### src/rtl/spc_pkg.sv
package spc_pkg;
  // State update chosen for one clock cycle; one update per cycle
  typedef enum logic [1:0] {
    OP_IDLE  = 2'd0,
    OP_EVENT = 2'd1,
    OP_FILL  = 2'd2,
    OP_TOUCH = 2'd3
  } op_e;
endpackage

### src/rtl/spc_first.sv
module spc_first #(
  parameter int N = 8,
  localparam int IW = (N > 1) ? $clog2(N) : 1
) (
  input  logic [N-1:0]  req,
  output logic          found,
  output logic [IW-1:0] idx
);
  // lowest set bit wins
  always_comb begin
    found = 1'b0;
    idx   = '0;
    for (int i = N - 1; i >= 0; i--) begin
      if (req[i]) begin
        found = 1'b1;
        idx   = IW'(i);
      end
    end
  end
endmodule

### src/rtl/spc_lru_pick.sv
module spc_lru_pick #(
  parameter int WAYS  = 8,
  parameter int AGE_W = 3,
  localparam int IW = $clog2(WAYS)
) (
  input  logic [WAYS-1:0]       cand,
  input  logic [WAYS*AGE_W-1:0] ages,
  output logic [IW-1:0]         victim
);
  logic [AGE_W-1:0] best_age;
  logic             seen;
  // oldest candidate; ties go to the lowest way
  always_comb begin
    victim   = '0;
    best_age = '0;
    seen     = 1'b0;
    for (int i = 0; i < WAYS; i++) begin
      if (cand[i] && (!seen || ages[i*AGE_W +: AGE_W] > best_age)) begin
        seen     = 1'b1;
        best_age = ages[i*AGE_W +: AGE_W];
        victim   = IW'(i);
      end
    end
  end
endmodule

### src/rtl/spec_part_cache.sv
module spec_part_cache
  import spc_pkg::*;
#(
  parameter int SETS    = 4,
  parameter int WAYS    = 8,
  parameter int TMP_MAX = 2,
  parameter int TAG_W   = 8,
  parameter int DATA_W  = 16,
  parameter int THR_W   = 1,
  parameter int ID_W    = 4,
  localparam int IDX_W  = $clog2(SETS),
  localparam int ADDR_W = TAG_W + IDX_W
) (
  input  logic              clk,
  input  logic              rst,
  input  logic              acc_vld,
  input  logic              acc_spec,
  input  logic [THR_W-1:0]  acc_thr,
  input  logic [ADDR_W-1:0] acc_addr,
  output logic              rsp_vld,
  output logic              rsp_hit,
  output logic [DATA_W-1:0] rsp_data,
  input  logic              fill_vld,
  input  logic              fill_spec,
  input  logic [THR_W-1:0]  fill_thr,
  input  logic [ID_W-1:0]   fill_id,
  input  logic [ADDR_W-1:0] fill_addr,
  input  logic [DATA_W-1:0] fill_data,
  output logic              fill_stall,
  input  logic              ev_vld,
  input  logic              ev_commit,
  input  logic [ID_W-1:0]   ev_id
);
  localparam int WAY_W = $clog2(WAYS);
  localparam int AGE_W = WAY_W;
  localparam int FL_W  = IDX_W + WAY_W;
  localparam int CNT_W = WAY_W + 1;
  localparam int TOT_W = FL_W + 1;
  localparam int P_MAX = WAYS - TMP_MAX;
  localparam logic [CNT_W-1:0] TMP_LIM  = CNT_W'(TMP_MAX);
  localparam logic [CNT_W-1:0] PERS_LIM = CNT_W'(P_MAX);
  localparam logic [AGE_W-1:0] AGE_MAX  = AGE_W'(WAYS - 1);

  // per-line state
  logic [SETS-1:0][WAYS-1:0] v_q, t_q;
  logic [TAG_W-1:0] tag_q [SETS][WAYS];
  logic [THR_W-1:0] own_q [SETS][WAYS];
  logic [ID_W-1:0]  id_q  [SETS][WAYS];
  logic [AGE_W-1:0] age_q [SETS][WAYS];
  logic [DATA_W-1:0] dmem [SETS*WAYS];

  // access lookup
  logic [IDX_W-1:0] ai;
  logic [TAG_W-1:0] atag;
  logic [WAYS-1:0]  acc_match;
  logic             hit_found;
  logic [WAY_W-1:0] hit_w;
  assign ai   = acc_addr[IDX_W-1:0];
  assign atag = acc_addr[ADDR_W-1:IDX_W];
  always_comb
    for (int w = 0; w < WAYS; w++)
      acc_match[w] = v_q[ai][w] && tag_q[ai][w] == atag &&
                     (!t_q[ai][w] || own_q[ai][w] == acc_thr);
  spc_first #(.N(WAYS)) u_hit (.req(acc_match), .found(hit_found), .idx(hit_w));

  // fill set view
  logic [IDX_W-1:0]       fi;
  logic [TAG_W-1:0]       ftag;
  logic [WAYS-1:0]        f_free, f_pers;
  logic [WAYS*AGE_W-1:0]  f_ages;
  logic [CNT_W-1:0]       f_tcnt, f_pcnt;
  logic                   f_has_free, fill_go;
  logic [WAY_W-1:0]       f_free_w, f_vic, fw;
  assign fi   = fill_addr[IDX_W-1:0];
  assign ftag = fill_addr[ADDR_W-1:IDX_W];
  always_comb begin
    for (int w = 0; w < WAYS; w++) begin
      f_free[w] = !v_q[fi][w];
      f_pers[w] = v_q[fi][w] && !t_q[fi][w];
      f_ages[w*AGE_W +: AGE_W] = age_q[fi][w];
    end
    f_tcnt = CNT_W'($countones(v_q[fi] & t_q[fi]));
    f_pcnt = CNT_W'($countones(f_pers));
  end
  spc_first    #(.N(WAYS)) u_free (.req(f_free), .found(f_has_free), .idx(f_free_w));
  spc_lru_pick #(.WAYS(WAYS), .AGE_W(AGE_W)) u_fvic (.cand(f_pers), .ages(f_ages), .victim(f_vic));
  assign fill_stall = fill_vld && (ev_vld || (fill_spec && f_tcnt >= TMP_LIM));
  assign fill_go    = fill_vld && !fill_stall && (f_has_free || !fill_spec);
  assign fw         = (fill_spec || f_pcnt < PERS_LIM) ? f_free_w : f_vic;

  // event lookup over every line
  logic [SETS*WAYS-1:0]  ev_match;
  logic                  ev_found;
  logic [FL_W-1:0]       ev_flat;
  logic [IDX_W-1:0]      ev_s;
  logic [WAY_W-1:0]      ev_w, ev_vic;
  logic [WAYS-1:0]       ev_pers;
  logic [WAYS*AGE_W-1:0] ev_ages;
  logic [CNT_W-1:0]      ev_pcnt;
  always_comb
    for (int s = 0; s < SETS; s++)
      for (int w = 0; w < WAYS; w++)
        ev_match[s*WAYS + w] = v_q[s][w] && t_q[s][w] && id_q[s][w] == ev_id;
  spc_first #(.N(SETS*WAYS)) u_ev (.req(ev_match), .found(ev_found), .idx(ev_flat));
  assign ev_s = ev_flat[FL_W-1:WAY_W];
  assign ev_w = ev_flat[WAY_W-1:0];
  always_comb begin
    for (int w = 0; w < WAYS; w++) begin
      ev_pers[w] = v_q[ev_s][w] && !t_q[ev_s][w];
      ev_ages[w*AGE_W +: AGE_W] = age_q[ev_s][w];
    end
    ev_pcnt = CNT_W'($countones(ev_pers));
  end
  spc_lru_pick #(.WAYS(WAYS), .AGE_W(AGE_W)) u_evic (.cand(ev_pers), .ages(ev_ages), .victim(ev_vic));

  // one state update per cycle: event, then fill, then recency touch
  op_e op;
  always_comb begin
    if (ev_vld)       op = ev_found ? OP_EVENT : OP_IDLE;
    else if (fill_go) op = OP_FILL;
    else if (acc_vld && !acc_spec && hit_found && !t_q[ai][hit_w]) op = OP_TOUCH;
    else              op = OP_IDLE;
  end

  always_ff @(posedge clk) begin
    if (rst) begin
      for (int s = 0; s < SETS; s++)
        for (int w = 0; w < WAYS; w++) begin
          v_q[s][w]   <= 1'b0;
          t_q[s][w]   <= 1'b0;
          age_q[s][w] <= '0;
        end
    end else begin
      case (op)
        OP_EVENT: begin
          if (ev_commit) begin
            for (int w = 0; w < WAYS; w++)
              if (ev_pers[w] && age_q[ev_s][w] != AGE_MAX)
                age_q[ev_s][w] <= age_q[ev_s][w] + 1'b1;
            t_q[ev_s][ev_w]   <= 1'b0;
            age_q[ev_s][ev_w] <= '0;
            if (ev_pcnt >= PERS_LIM) v_q[ev_s][ev_vic] <= 1'b0;
          end else begin
            v_q[ev_s][ev_w] <= 1'b0;
          end
        end
        OP_FILL: begin
          if (!fill_spec)
            for (int w = 0; w < WAYS; w++)
              if (f_pers[w] && age_q[fi][w] != AGE_MAX)
                age_q[fi][w] <= age_q[fi][w] + 1'b1;
          v_q[fi][fw]   <= 1'b1;
          t_q[fi][fw]   <= fill_spec;
          tag_q[fi][fw] <= ftag;
          own_q[fi][fw] <= fill_thr;
          id_q[fi][fw]  <= fill_id;
          age_q[fi][fw] <= '0;
        end
        OP_TOUCH: begin
          for (int w = 0; w < WAYS; w++)
            if (v_q[ai][w] && !t_q[ai][w] && age_q[ai][w] < age_q[ai][hit_w])
              age_q[ai][w] <= age_q[ai][w] + 1'b1;
          age_q[ai][hit_w] <= '0;
        end
        default: ;
      endcase
    end
  end

  // data array: write on fill, registered read
  always_ff @(posedge clk) begin
    if (fill_go) dmem[{fi, fw}] <= fill_data;
    rsp_data <= dmem[{ai, hit_w}];
  end

  always_ff @(posedge clk) begin
    if (rst) begin
      rsp_vld <= 1'b0;
      rsp_hit <= 1'b0;
    end else begin
      rsp_vld <= acc_vld;
      rsp_hit <= acc_vld && hit_found;
    end
  end

  // ---------------- assertions ----------------
  logic [TOT_W-1:0] pers_total;
  assign pers_total = TOT_W'($countones(v_q & ~t_q));

  for (genvar s = 0; s < SETS; s++) begin : g_chk

    tmp_cap_chk: assert property (@(posedge clk) disable iff (rst)
      $countones(v_q[s] & t_q[s]) <= TMP_MAX);

    pers_cap_chk: assert property (@(posedge clk) disable iff (rst)
      $countones(v_q[s] & ~t_q[s]) <= P_MAX);
  end


  rsp_follow_chk: assert property (@(posedge clk) disable iff (rst)
    acc_vld |=> rsp_vld);

  rsp_hit_gated_chk: assert property (@(posedge clk) disable iff (rst)
    !rsp_vld |-> !rsp_hit);

  squash_keeps_pers_chk: assert property (@(posedge clk) disable iff (rst)
    (ev_vld && !ev_commit) |=> $stable(pers_total));

  stray_event_chk: assert property (@(posedge clk) disable iff (rst)
    (ev_vld && !ev_found) |=> ($stable(v_q) && $stable(t_q)));
endmodule

### config.mk
export PLATFORM = sky130hd
export DESIGN_NAME = spec_part_cache
export DESIGN_NICKNAME = d
export VERILOG_FILES = /design/src/rtl/spc_pkg.sv /design/src/rtl/spc_first.sv /design/src/rtl/spc_lru_pick.sv /design/src/rtl/spec_part_cache.sv
export SDC_FILE = /design/constraint.sdc
export NUM_CORES = 2
export LEC_CHECK = 0
export ABC_AREA = 1
export CAP_MARGIN = 20
export CORE_ASPECT_RATIO = 0.75
export CORE_MARGIN = 2
export CORE_UTILIZATION = 39
export CTS_CLUSTER_SIZE = 12
export DETAILED_ROUTE_END_ITERATION = 10
export GPL_ROUTABILITY_DRIVEN = 0
export PLACE_DENSITY_LB_ADDON = 0.1
export SLEW_MARGIN = 5
export SYNTH_ARGS = -nofsm -noshare
export SYNTH_HDL_FRONTEND = slang
export SYNTH_SLANG_ARGS = --single-unit
export TNS_END_PERCENT = 30
### constraint.sdc
create_clock -name clk -period 10.2 [get_ports clk]
set_input_delay 1.53 -clock clk [delete_from_list [all_inputs] [get_ports clk]]
set_output_delay 1.53 -clock clk [all_outputs]
set_load 0.01 [all_outputs]
==> metrics.yaml <==
status:
  outcome: "finished, violations left"
  violations: "negative setup slack"
sta:
  slew-limit-headroom_pct: 2.32
  min_period_over_period_pct: 102
  fin_crit_ns: 10.38
  fin_skew_ns: 0.0547
  rsz0062_at_grt: "true"
  setup_viol: 25
  hold_violations: 0
  postLayoutSetupSlackWorst_ns: -0.175
  max_freq_mhz: 96.4
  worst_slew_pin_slew_ns: 1.47
  slew_violations: 0
worst_setup_path:
  setup.worst_path.class: "primary input to flop"
  cp_max_fo: 6
  required_ns: 10.82
  reg2reg_setup_slack_ns: 0.27
  arrival_ns: 10.99
  cp-end-kind: "flop"
  r2r_end: "v_q[9]$_SDFFE_PP0P_"
  r2r_cells: 74
  max_stage_delay_ns: 0.40
  crit_slowest_cell: "a221oi_4"
  critical_path.most_common_cell: "nand2_2"
  worst_setup_path_start_kind: "primary input"
  reg2reg_from: "t_q[24]$_SDFFE_PP0P_"
synthesis:
  yosysUniqueCellTypes: 71
  synth_cells: 4953
  synth_seq_cells: 1106
  yosys_warnings: 0
  synth_edf_count: 1024
  async_flop_share_pct: 0
  syn_avg_cell_area_sq_um: 10.7
  synth_nets: 5129
  seq_area_frac_synth_pct: 61.3
  syn_area_sq_um: 52800
  synthFlopType: "edfxtp_1"
detailed_routing:
  wl_per_cell_um: 27.4
  dr_total_vias: 43405
  via_per_inst: 5.86
  firstDrtPassIters: 8
  drt_iter0_drc: 5552
  drc_errors: 0
  postRouteAntennaNets: 0
  wl_mm: 203
run:
  cap_violations: 0
global_routing:
  grt.total_usage_pct: 28.2
  grt_pass1_wl_mm: 286
  grt_pass1_vias: 39738
  grt_overflow: 0
  grt_max_degree: 129
  antenna_found_initial: 11
floorplan:
  start_util_pct: 39.4
  num_io_pins: 73
  design.die.area_sq_um: 138000
  core_sq_um: 134000
  row_count: 116
  die_w_um: 429
  die_h_um: 323
power:
  powerDensity_nw_per_um2: 149
  clock_power_share_pct: 40.6
  vdd_ir_drop_max_uv: 149
  p_comb_share_pct: 10.2
  p_leak_uw: 0.0251
  p_seq_share_pct: 49.3
  internal_power_uw: 7640
  swShare_pct: 25.0
  power.switching_uw: 2550
cts:
  root_buffer: "clkbuf_16"
  postCtsHoldBufs: 0
  numCtsBuffers: 112
  clk_path_buf_depth: 3
  clock_sinks: 1106
  clkTransAtPathRegs_ns: 0.06
  cts_tree: "yes"
  h-tree-depth: 3
  clkLatencyLatePin_ns: 0.79
min_path:
  worstHoldPathCells: 2
  hp-start: "t_q[21]$_SDFFE_PP0P_"
  whs_endpoint: "t_q[21]$_SDFFE_PP0P_"
  min_path_type: "flop to flop"
cells_and_area:
  nets: 5718
  drive_gt1_share_pct: 25.9
  final_area_sq_um: 68200
  area_growth_pct: 29.0
placed_design:
  preCtsSetupSlack_ns: -2.32
  placed_area_sq_um: 59700
  io_buffers: 72
  dp.final_hpwl_mm: 133
## stage by stage
step                      utilization (%)  hold WS, ns  instances  total power, uW   TNS, ns
final                                50.9        0.496       7405            10200     -2.01
after global routing                 50.9        0.556       7401            10500   -220.13
after CTS                            48.3        0.497       7324            10100     -4.42
after detailed placement             44.6        0.488       7055             5990  -2483.43
after global placement               44.6        0.498       7054             5990  -2032.29
after floorplan                         -        0.465       4953             5550     -4.63
## power by group through the flow
stage / logic, uW / registers, uW / clock network (uW)
after floorplan: 443 / 5110 / 0
after global placement: 875 / 5110 / 0
after detailed placement: 879 / 5110 / 0
after CTS: 917 / 5020 / 4200
after global routing: 1100 / 5020 / 4370
final: 1030 / 5020 / 4140
## area by class of cell
class | instances | area [sq um]
fillers | 11910 | 65800
flip-flops and latches | 1106 | 32400
multi-input cells | 3246 | 21000
repair buffers | 750 | 7610
clock buffers | 172 | 3120
well taps | 1770 | 2210
inverters | 325 | 1340
clock inverters | 31 | 468
diodes | 4 | 10.0
repair inverters | 1 | 6.26
## registers in the layout, summed over array words and instances (netlist names)
signal	count
dmem	512
id_q	128
tag_q	256
rsp_hit	1
t_q	32
rsp_vld	1
own_q	32
rsp_data	16
age_q	96
v_q	32
## cells in the mapped netlist (12+ instances only)
library cell  count  area (sq um)
inv_2            16          60.1
a211oi_1         20           150
buf_1            32           120
a22oi_1          18           135
o21ai_0         258          1290
edfxtp_1       1024         30700
o22ai_1         123           769
a221oi_1         80           701
nand3_1         323          1620
o221ai_1         12           105
o21ai_2          16           140
nor4_1           15          93.8
a31oi_1          43           269
nor2_1          350          1310
a32oi_1          38           333
buf_4            21           158
o21ai_1          31           155
inv_1           297          1110
xnor2_1          32           280
a22o_1          129          1130
nand2_1         967          3630
fa_1             12           240
dfxtp_1          82          1640
clkbuf_1        143           537
nand2_2          15          93.8
buf_2            75           375
xor2_1           34           298
a21oi_1         352          1760
or2_2            38           238
nor3_1           27           135
a32o_1           33           330
ha_1            110          1380
nand4_1          52           325
o21a_1           22           165
## metal layers
layer | part of all wire, % | wire [um] | global-route usage, % | vias up
met3 | 11 | 22200 | 6.40 | 393
met4 | 3.3 | 6760 | 7.99 | 8
li1 | - | - | - | 19292
met1 | 45 | 90600 | 43.0 | 21456
met2 | 41 | 83000 | 39.6 | 2256
met5 | 0.048 | 97 | 0 | -
## critical path, delay by kind of cell
family | cells | cell delay [ns]
adders and majority gates | 7 | 2.08
and+or+nand+nor | 45 | 4.53
AOI/OAI and AO/OA | 19 | 2.24
buffers and inverters | 6 | 0.57
## cell usage in the layout, fill, tap and decap left out, drive strengths merged, types with 20 or more instances in the layout
master	n
a22o	130
a22oi	20
a32o	33
nand3	324
a21oi	353
clkinv	28
xnor2	32
ha	110
inv	319
clkdlybuf4s50	57
buf	682
a221oi	82
clkbuf	183
o22ai	123
edfxtp	1024
o21ai	305
nor3	30
dfxtp	82
nand4	52
a31oi	44
a211oi	21
xor2	34
or2	41
a32oi	38
nand2	992
o21a	22
nor2	365
## how the worst max path moves through the flow
| stage | end | depth (start not counted) | slack, ns | start |
|---|---|---|---|---|
| floorplan | age_q[0][18]$_SDFFCE_PN0P_ | 68 | -0.04 | fill_addr[0] |
| global placement | v_q[24]$_SDFFE_PP0P_ | 77 | -1.99 | ev_id[1] |
| detailed placement | dmem[31][10]$_DFFE_PP_ | 67 | -2.32 | fill_addr[1] |
| CTS | v_q[9]$_SDFFE_PP0P_ | 81 | -0.28 | ev_id[3] |
| global route | v_q[1]$_SDFFE_PP0P_ | 79 | -0.53 | ev_id[1] |
| finish | v_q[9]$_SDFFE_PP0P_ | 77 | -0.18 | ev_id[0] |
## logic make-up after synthesis
family          after synthesis  synth area share, %
buf+inv                     602                 4.71
flops                      1106                 61.3
xor+xnor                     66                 1.09
compound gates             1231                 15.1
simple gates               1826                 14.8
fa+ha+maj                   122                 3.06
## repair_timing
action | in CTS | in global routing
gates resized for setup | 154 | 690
endpoints found under the setup margin | 1184 | 1184
pin swaps | 93 | 247
buffers inserted | 64 | 70
gates cloned | 4 | 10
(Power assumes the default switching activity.)
